### src/rtl/linewatch_pkg.sv
package linewatch_pkg;

    // power state codes
    localparam logic [2:0] PS_RUN  = 3'd0;
    localparam logic [2:0] PS_LITE = 3'd1;
    localparam logic [2:0] PS_SUB2 = 3'd2;
    localparam logic [2:0] PS_HALT = 3'd3;

    // wake cause bit positions
    localparam int CZ_MON   = 0;
    localparam int CZ_IRQ   = 1;
    localparam int CZ_TMR   = 2;
    localparam int CZ_NOARM = 3;
    localparam int CZ_W     = 4;

    typedef logic [CZ_W-1:0] cause_t;

endpackage

### src/rtl/lw_line_match.sv
module lw_line_match #(
    parameter int ADDR_W = 32,
    parameter int OFS    = 6
) (
    input  logic [ADDR_W-1:0]     snoop_addr_i,
    input  logic [ADDR_W-OFS-1:0] line_i,
    output logic                  hit_o
);
    logic unused_low;

    // byte offset inside the line never matters
    assign unused_low = ^snoop_addr_i[OFS-1:0];
    assign hit_o      = (snoop_addr_i[ADDR_W-1:OFS] == line_i);

endmodule

### src/rtl/lw_state_clamp.sv
module lw_state_clamp
    import linewatch_pkg::*;
(
    input  logic [2:0] req_i,
    input  logic       priv_i,
    input  logic       user_i,
    input  logic       lite_i,
    output logic [2:0] state_o
);
    logic [2:0] s0, s1, cap;

    always_comb begin
        // a request for "active" still enters the lightest sub-state
        s0  = (req_i == PS_RUN) ? PS_LITE : req_i;
        // non-zero privilege: nothing deeper than halt
        s1  = (priv_i && s0 > PS_HALT) ? PS_HALT : s0;
        // user variant: sub-state cap, tightened by the control bit
        cap = lite_i ? PS_LITE : PS_SUB2;
        state_o = (user_i && s1 > cap) ? cap : s1;
    end

endmodule

### src/rtl/lw_wait_timer.sv
module lw_wait_timer #(
    parameter int TIME_W = 32
) (
    input  logic              clk,
    input  logic              rst_n,
    input  logic              load_i,
    input  logic              timed_i,
    input  logic [TIME_W-1:0] deadline_i,
    input  logic [TIME_W-1:0] os_max_i,
    input  logic              run_i,
    input  logic              tick_i,
    input  logic              clear_i,
    output logic              expired_o
);
    typedef struct packed {
        logic              en;
        logic [TIME_W-1:0] rem;
    } tmr_t;

    tmr_t tq, td;
    logic os_on;

    assign os_on = (os_max_i != '0);

    always_comb begin
        td = tq;
        if (load_i) begin
            td.en = timed_i | os_on;
            if (timed_i && os_on && (os_max_i < deadline_i))
                td.rem = os_max_i;
            else if (timed_i)
                td.rem = deadline_i;
            else
                td.rem = os_max_i;
        end else if (clear_i) begin
            td.en  = 1'b0;
            td.rem = '0;
        end else if (run_i && tq.en && tick_i && (tq.rem != '0)) begin
            td.rem = tq.rem - 1'b1;
        end
    end

    always_ff @(posedge clk) begin
        if (!rst_n) tq <= '0;
        else        tq <= td;
    end

    // countdown reached zero while a timed wait runs
    assign expired_o = run_i && tq.en && (tq.rem == '0);

    a_r10_load_enables: assert property (@(posedge clk) disable iff (!rst_n)
        (load_i && timed_i) |=> tq.en);

endmodule

### src/rtl/linewatch_wake.sv
module linewatch_wake
    import linewatch_pkg::*;
#(
    parameter int ADDR_W     = 32,
    parameter int LINE_BYTES = 64,
    parameter int TIME_W     = 32
) (
    input  logic              clk,
    input  logic              rst_n,
    input  logic              arm_valid_i,
    input  logic [ADDR_W-1:0] arm_addr_i,
    input  logic              wait_valid_i,
    input  logic [2:0]        wait_state_i,
    input  logic              wait_brk_i,
    input  logic              wait_timed_i,
    input  logic [TIME_W-1:0] wait_deadline_i,
    input  logic              wait_user_i,
    input  logic              wait_priv_i,
    input  logic              cfg_lite_i,
    input  logic [TIME_W-1:0] cfg_max_time_i,
    input  logic              snoop_valid_i,
    input  logic              snoop_wb_i,
    input  logic              snoop_cpu_i,
    input  logic [ADDR_W-1:0] snoop_addr_i,
    input  logic              irq_unmasked_i,
    input  logic              irq_masked_i,
    input  logic              tick_i,
    output logic [2:0]        pstate_o,
    output logic              sleeping_o,
    output logic              armed_o,
    output logic              wake_valid_o,
    output logic [3:0]        wake_cause_o
);
    localparam int OFS    = $clog2(LINE_BYTES);
    localparam int LINE_W = ADDR_W - OFS;

    typedef struct packed {
        logic              armed;
        logic [LINE_W-1:0] line;
        logic              sleep;
        logic              brk;
        logic [2:0]        pstate;
        logic              wake_v;
        cause_t            cause;
    } ctl_t;

    ctl_t q, d;

    logic       line_eq, store_hit, tmr_exp, wake_now;
    logic [2:0] eff_state;
    logic       tmr_load, tmr_clear;
    logic       unused_arm_low;

    assign unused_arm_low = ^arm_addr_i[OFS-1:0];

    lw_line_match #(.ADDR_W(ADDR_W), .OFS(OFS)) u_match (
        .snoop_addr_i (snoop_addr_i),
        .line_i       (q.line),
        .hit_o        (line_eq)
    );

    lw_state_clamp u_clamp (
        .req_i   (wait_state_i),
        .priv_i  (wait_priv_i),
        .user_i  (wait_user_i),
        .lite_i  (cfg_lite_i),
        .state_o (eff_state)
    );

    lw_wait_timer #(.TIME_W(TIME_W)) u_timer (
        .clk        (clk),
        .rst_n      (rst_n),
        .load_i     (tmr_load),
        .timed_i    (wait_timed_i),
        .deadline_i (wait_deadline_i),
        .os_max_i   (cfg_max_time_i),
        .run_i      (q.sleep),
        .tick_i     (tick_i),
        .clear_i    (tmr_clear),
        .expired_o  (tmr_exp)
    );

    // only write-back stores by processor agents to the armed line count
    assign store_hit = snoop_valid_i && snoop_wb_i && snoop_cpu_i && line_eq && q.armed;

    assign wake_now  = q.sleep && (store_hit || irq_unmasked_i ||
                                   (irq_masked_i && q.brk) || tmr_exp);
    assign tmr_load  = !q.sleep && wait_valid_i && q.armed && !store_hit;
    assign tmr_clear = wake_now;

    always_comb begin
        d        = q;
        d.wake_v = 1'b0;
        d.cause  = '0;
        if (!q.sleep) begin
            if (wait_valid_i) begin
                if (!q.armed) begin
                    // no armed line, power state untouched
                    d.wake_v          = 1'b1;
                    d.cause[CZ_NOARM] = 1'b1;
                end else if (store_hit) begin
                    // store lands together with the wait
                    d.armed         = 1'b0;
                    d.wake_v        = 1'b1;
                    d.cause[CZ_MON] = 1'b1;
                end else begin
                    d.sleep  = 1'b1;
                    d.brk    = wait_brk_i;
                    d.pstate = eff_state;
                end
            end else if (arm_valid_i) begin
                d.armed = 1'b1;
                d.line  = arm_addr_i[ADDR_W-1:OFS];
            end else if (store_hit) begin
                // early store drops the arm
                d.armed = 1'b0;
            end
        end else if (wake_now) begin
            // single report, priority monitor > interrupt > timer
            d.sleep  = 1'b0;
            d.brk    = 1'b0;
            d.pstate = PS_RUN;
            d.armed  = 1'b0;
            d.wake_v = 1'b1;
            if (store_hit)
                d.cause[CZ_MON] = 1'b1;
            else if (irq_unmasked_i || (irq_masked_i && q.brk))
                d.cause[CZ_IRQ] = 1'b1;
            else
                d.cause[CZ_TMR] = 1'b1;
        end
        // commands during sleep fall through untouched
    end

    always_ff @(posedge clk) begin
        if (!rst_n) q <= '0;
        else        q <= d;
    end

    assign pstate_o     = q.pstate;
    assign sleeping_o   = q.sleep;
    assign armed_o      = q.armed;
    assign wake_valid_o = q.wake_v;
    assign wake_cause_o = q.cause;

    a_r11_cause_onehot: assert property (@(posedge clk) disable iff (!rst_n)
        wake_valid_o |-> ($countones(wake_cause_o) == 1));

    a_r11_cause_idle: assert property (@(posedge clk) disable iff (!rst_n)
        !wake_valid_o |-> (wake_cause_o == '0));

    a_r11_wake_disarms: assert property (@(posedge clk) disable iff (!rst_n)
        wake_valid_o |-> !armed_o);

    a_r3_sleep_nonactive: assert property (@(posedge clk) disable iff (!rst_n)
        sleeping_o |-> (pstate_o != PS_RUN));

    a_r1_awake_active: assert property (@(posedge clk) disable iff (!rst_n)
        !sleeping_o |-> (pstate_o == PS_RUN));

    a_r4_noarm_no_sleep: assert property (@(posedge clk) disable iff (!rst_n)
        (wake_valid_o && wake_cause_o[CZ_NOARM]) |-> (!sleeping_o && $past(!sleeping_o)));

    a_r2_sleep_needs_arm: assert property (@(posedge clk) disable iff (!rst_n)
        sleeping_o |-> armed_o);

    a_r8_priv_cap: assert property (@(posedge clk) disable iff (!rst_n)
        ($rose(sleeping_o) && $past(wait_priv_i)) |-> (pstate_o <= PS_HALT));

    a_r9_user_cap: assert property (@(posedge clk) disable iff (!rst_n)
        ($rose(sleeping_o) && $past(wait_user_i)) |-> (pstate_o <= PS_SUB2));

endmodule

### config.mk
export PLATFORM = sky130hd
export DESIGN_NAME = linewatch_wake
export DESIGN_NICKNAME = d
export VERILOG_FILES = /design/src/rtl/linewatch_pkg.sv /design/src/rtl/lw_line_match.sv /design/src/rtl/lw_state_clamp.sv /design/src/rtl/lw_wait_timer.sv /design/src/rtl/linewatch_wake.sv
export SDC_FILE = /design/constraint.sdc
export NUM_CORES = 1
export LEC_CHECK = 0
export BUFFER_PORTS_ARGS = -buffer_cell sky130_fd_sc_hd__buf_2
export CORE_MARGIN = 3
export CORE_UTILIZATION = 47
export DETAILED_ROUTE_END_ITERATION = 7
export GPL_TIMING_DRIVEN = 0
export PLACE_DENSITY = 0.78
export REMOVE_ABC_BUFFERS = 1
export SYNTH_ARGS = -nofsm -noshare
export SYNTH_HDL_FRONTEND = slang
export SYNTH_SLANG_ARGS = --single-unit
### constraint.sdc
create_clock -name clk -period 2.7 [get_ports clk]
set_input_delay 0.27 -clock clk [delete_from_list [all_inputs] [get_ports clk]]
set_output_delay 0.27 -clock clk [all_outputs]
set_load 0.01 [all_outputs]
==> impl_metrics.ini <==
[cts]
cts_tree = done
cts_made_buffers = 9
clkSinkCount = 70
clock_latency_ns = 0.35
htree_levels = 3
path_clk_slew_ns = 0.08
cts_hold_buf = 0
cts_buffer_depth = 2
cts_root_buf = clkbuf_8

[power_and_ir_drop]
peakVddDrop_uv = 229
p_int_mw = 2.00
p_sw_uw = 890
power_leakage_nw = 2.56
power.share.sequential = 0.390
p_sw_frac = 0.308
p_per_area_nw_per_um2 = 469
power.share.clock = 0.352
power_frac_comb = 0.258

[place]
post_dp_cell_area_um2 = 5700
post-place-cells = 889
routabilityCongestion = 0.874
io_buffers = 143
place_hpwl_um = 10700
place_ws_ns = -0.726

[sta]
tightest_slew_ns = 0.912
finalHoldViolCount = 0
fin_crit_ns = 2.78
max_freq_mhz = 360
finalCritPeriodShare = 1.03
rsz0062_at_grt = yes
timing.final.max_slew_violations = 0
worst_slack_ns = -0.0765
whs_ns = 0.156
finalSetupViolCount = 25
max_slew_margin = 0.392
skew_ns = 0.00952

[finish]
final_util = 0.618
fin_cells = 918
nNetsFinal = 960
postLayoutCellArea_um2 = 6180
final_layout_size_suffix_gt1_frac = 0.257
syn2layout_area_growth_pct = 24.6
diodes = 0
nFillCells = 881

[routing]
wl_per_cell_um = 16.1
vias = 5416
drc = 0
via_per_inst = 5.90
antenna_left = 0
drt_iter0_drc = 526
drtPass1Iterations = 5
wirelength_um = 14800

[synthesis]
yosys_warnings = 0
yosys.area.top_type_share = 0.283
synth_cell_types = 51
async_reset_ff_frac = 0
synth-edff-count = 0
synth-seq-cells = 70
synth_cells = 657
seq_area_frac_synth = 0.283
synth_area_leaders = dfxtp_1 (28%), ha_1 (8.6%), nand2_1 (7.6%), xnor2_1 (7.4%), nand4_1 (6.7%)
synth_area_leader_cell = dfxtp_1
avgSynthCellArea_um2 = 7.54
synth_ff_type = dfxtp_1
synthesis.area_um2 = 4950

[global_route]
grt_overflow = 0
grt_first_pass_wirelength_um = 23400
antenna_found_initial = 0
grt_max_degree = 41
first_global_vias = 5091
globalRouteTotalUtil = 0.243

[floorplanning]
die-height_um = 109
start_util = 0.495
num_io_pins = 156
die_x_um = 109
die-area_um2 = 11800
row_count = 36
coreArea_um2 = 10000

[worst_setup_path]
start_kind = flop
cp_max_fo = 6
worst_path_largest_cell_delay_ns = 0.63
crit_chain = xor2_1 -> or4_4 -> or4_4 -> or4_4 -> a21bo_4 -> and3_4 -> o21a_1
crit_arrival_ns = 3.02
critical_path_buf_inv_count = 0
crit_required_ns = 2.94
critPathKind = flop to flop
cp_top_family = simple AND/OR/NAND/NOR gates
cpMaxStageDelayCell = or4_4
end_kind = flop
worst_path_most_repeated_cell = or4_4

[run_status]
violations = setup timing
outcome = complete, but fails checks

[worst_hold_path]
worst_hold_path_type = input port to flop

[job]
maxCapViolations = 0
-- worst register-to-register path: cells and delay by family, from the launching register on --
| kind | cells | cell delay [ns] |
|---|---|---|
| AND/OR/NAND/NOR | 4 | 1.75 |
| XOR/XNOR | 1 | 0.16 |
| AO/OA/AOI/OAI | 2 | 0.44 |
| flip-flops | 1 | 0.33 |
-- flip-flops by register name (all words and copies together), names as in the netlist --
register and count:
wake_valid_o 1, pstate_o 3, u_timer.tq 33, armed_o 1
wake_cause_o 4, sleeping_o 1, q 27
-- cell usage in the layout (no fill, tap or decap), types with 6 or more instances in the layout --
cell type  Yosys  layout
ha_1          34      34
nor4_1        18      17
buf_2          2     143
nand4b_1       6       6
xnor2_1       42      42
nand3_2        0       8
clkbuf_8       0       9
nand3_1       46      38
nand2_1      100     100
nor2_1        23      20
a21oi_1       47      47
dfxtp_1       70      69
o211ai_1      36      36
nand4_1       53      53
inv_1         37      37
buf_4          7       7
xor2_1        12      12
nor3_1        14      12
o21ai_0        7       7
-- metal layers --
| metal | GRT usage | up-vias | wire (µm) |
|---|---|---|---|
| met2 | 0.418 | 236 | 7040 |
| met3 | 0.0509 | 28 | 1200 |
| met1 | 0.305 | 2522 | 6260 |
| met5 | 0 | - | 0 |
| li1 | - | 2630 | - |
| met4 | 0.0730 | 0 | 293 |
-- what timing repair did --
action	in CTS	in global routing
gates resized for setup	12	17
endpoints found under the setup margin	38	37
cloned	3	3
endpoints found under the hold margin	0	0
setup buffers	1	6
pin swaps	2	9
-- final cells by class --
cell class	count	area, µm²	share of cell area
Tap cell	133	166	0.0269
Multi-Input combinational cell	508	3380	0.548
Inverter	38	143	0.0231
Clock buffer	11	131	0.0213
Sequential cell	70	1400	0.227
Clock inverter	5	108	0.0174
Timing Repair Buffer	153	843	0.137
-- stage by stage --
step | power [mW] | setup TNS, ns
after CTS | 2.86 | -0.0538
after global routing | 3.03 | -1.75
after global placement | 1.79 | -48.95
after detailed placement | 1.83 | -20.05
after floorplan | 1.55 | -17.96
final | 2.89 | -0.636
-- power groups by stage --
stage | Combinational [mW] | Clock (mW) | Sequential (mW)
after floorplan | 0.410 | 0 | 1.14
after CTS | 0.712 | 1.02 | 1.12
final | 0.747 | 1.02 | 1.13
after global routing | 0.829 | 1.07 | 1.13
after global placement | 0.647 | 0 | 1.14
after detailed placement | 0.688 | 0 | 1.15
-- cells in the mapped netlist (all sizes together), types with 2 or more instances --
cell type	count
a211oi	2
nand2	100
nand3b	3
and4	2
nand2b	4
nand4b	6
or3	3
nand4	53
nor4b	2
nand3	46
and2	4
a21o	6
nor2b	3
a21boi	2
dfxtp	70
inv	38
xnor2	42
or4	7
ha	34
and3	3
nor2	23
xor2	12
nor4	18
o21ai	7
nor3b	3
a31oi	3
o21a	3
buf	13
a21oi	48
nor3	14
clkbuf	34
o211ai	36
-- cells by family after synthesis --
group | after synthesis | synth area share
AND/OR/NAND/NOR | 297 | 0.308
flip-flops | 70 | 0.283
buffers and inverters | 85 | 0.0747
XOR/XNOR | 54 | 0.0955
AO/OA/AOI/OAI | 117 | 0.153
adder cells (fa/ha/maj) | 34 | 0.0859
-- final timing paths --
check / from / to / slack [ns] / cells past startpoint
min reg2reg: q[17] / q[17] / 0.47 / 2
min: arm_addr_i[27] / q[31] / 0.16 / 3
max: q[33] / pstate_o[0] / -0.08 / 7
max reg2reg: q[33] / pstate_o[0] / -0.08 / 7
Note: power is estimated with default switching activity, not from simulation.
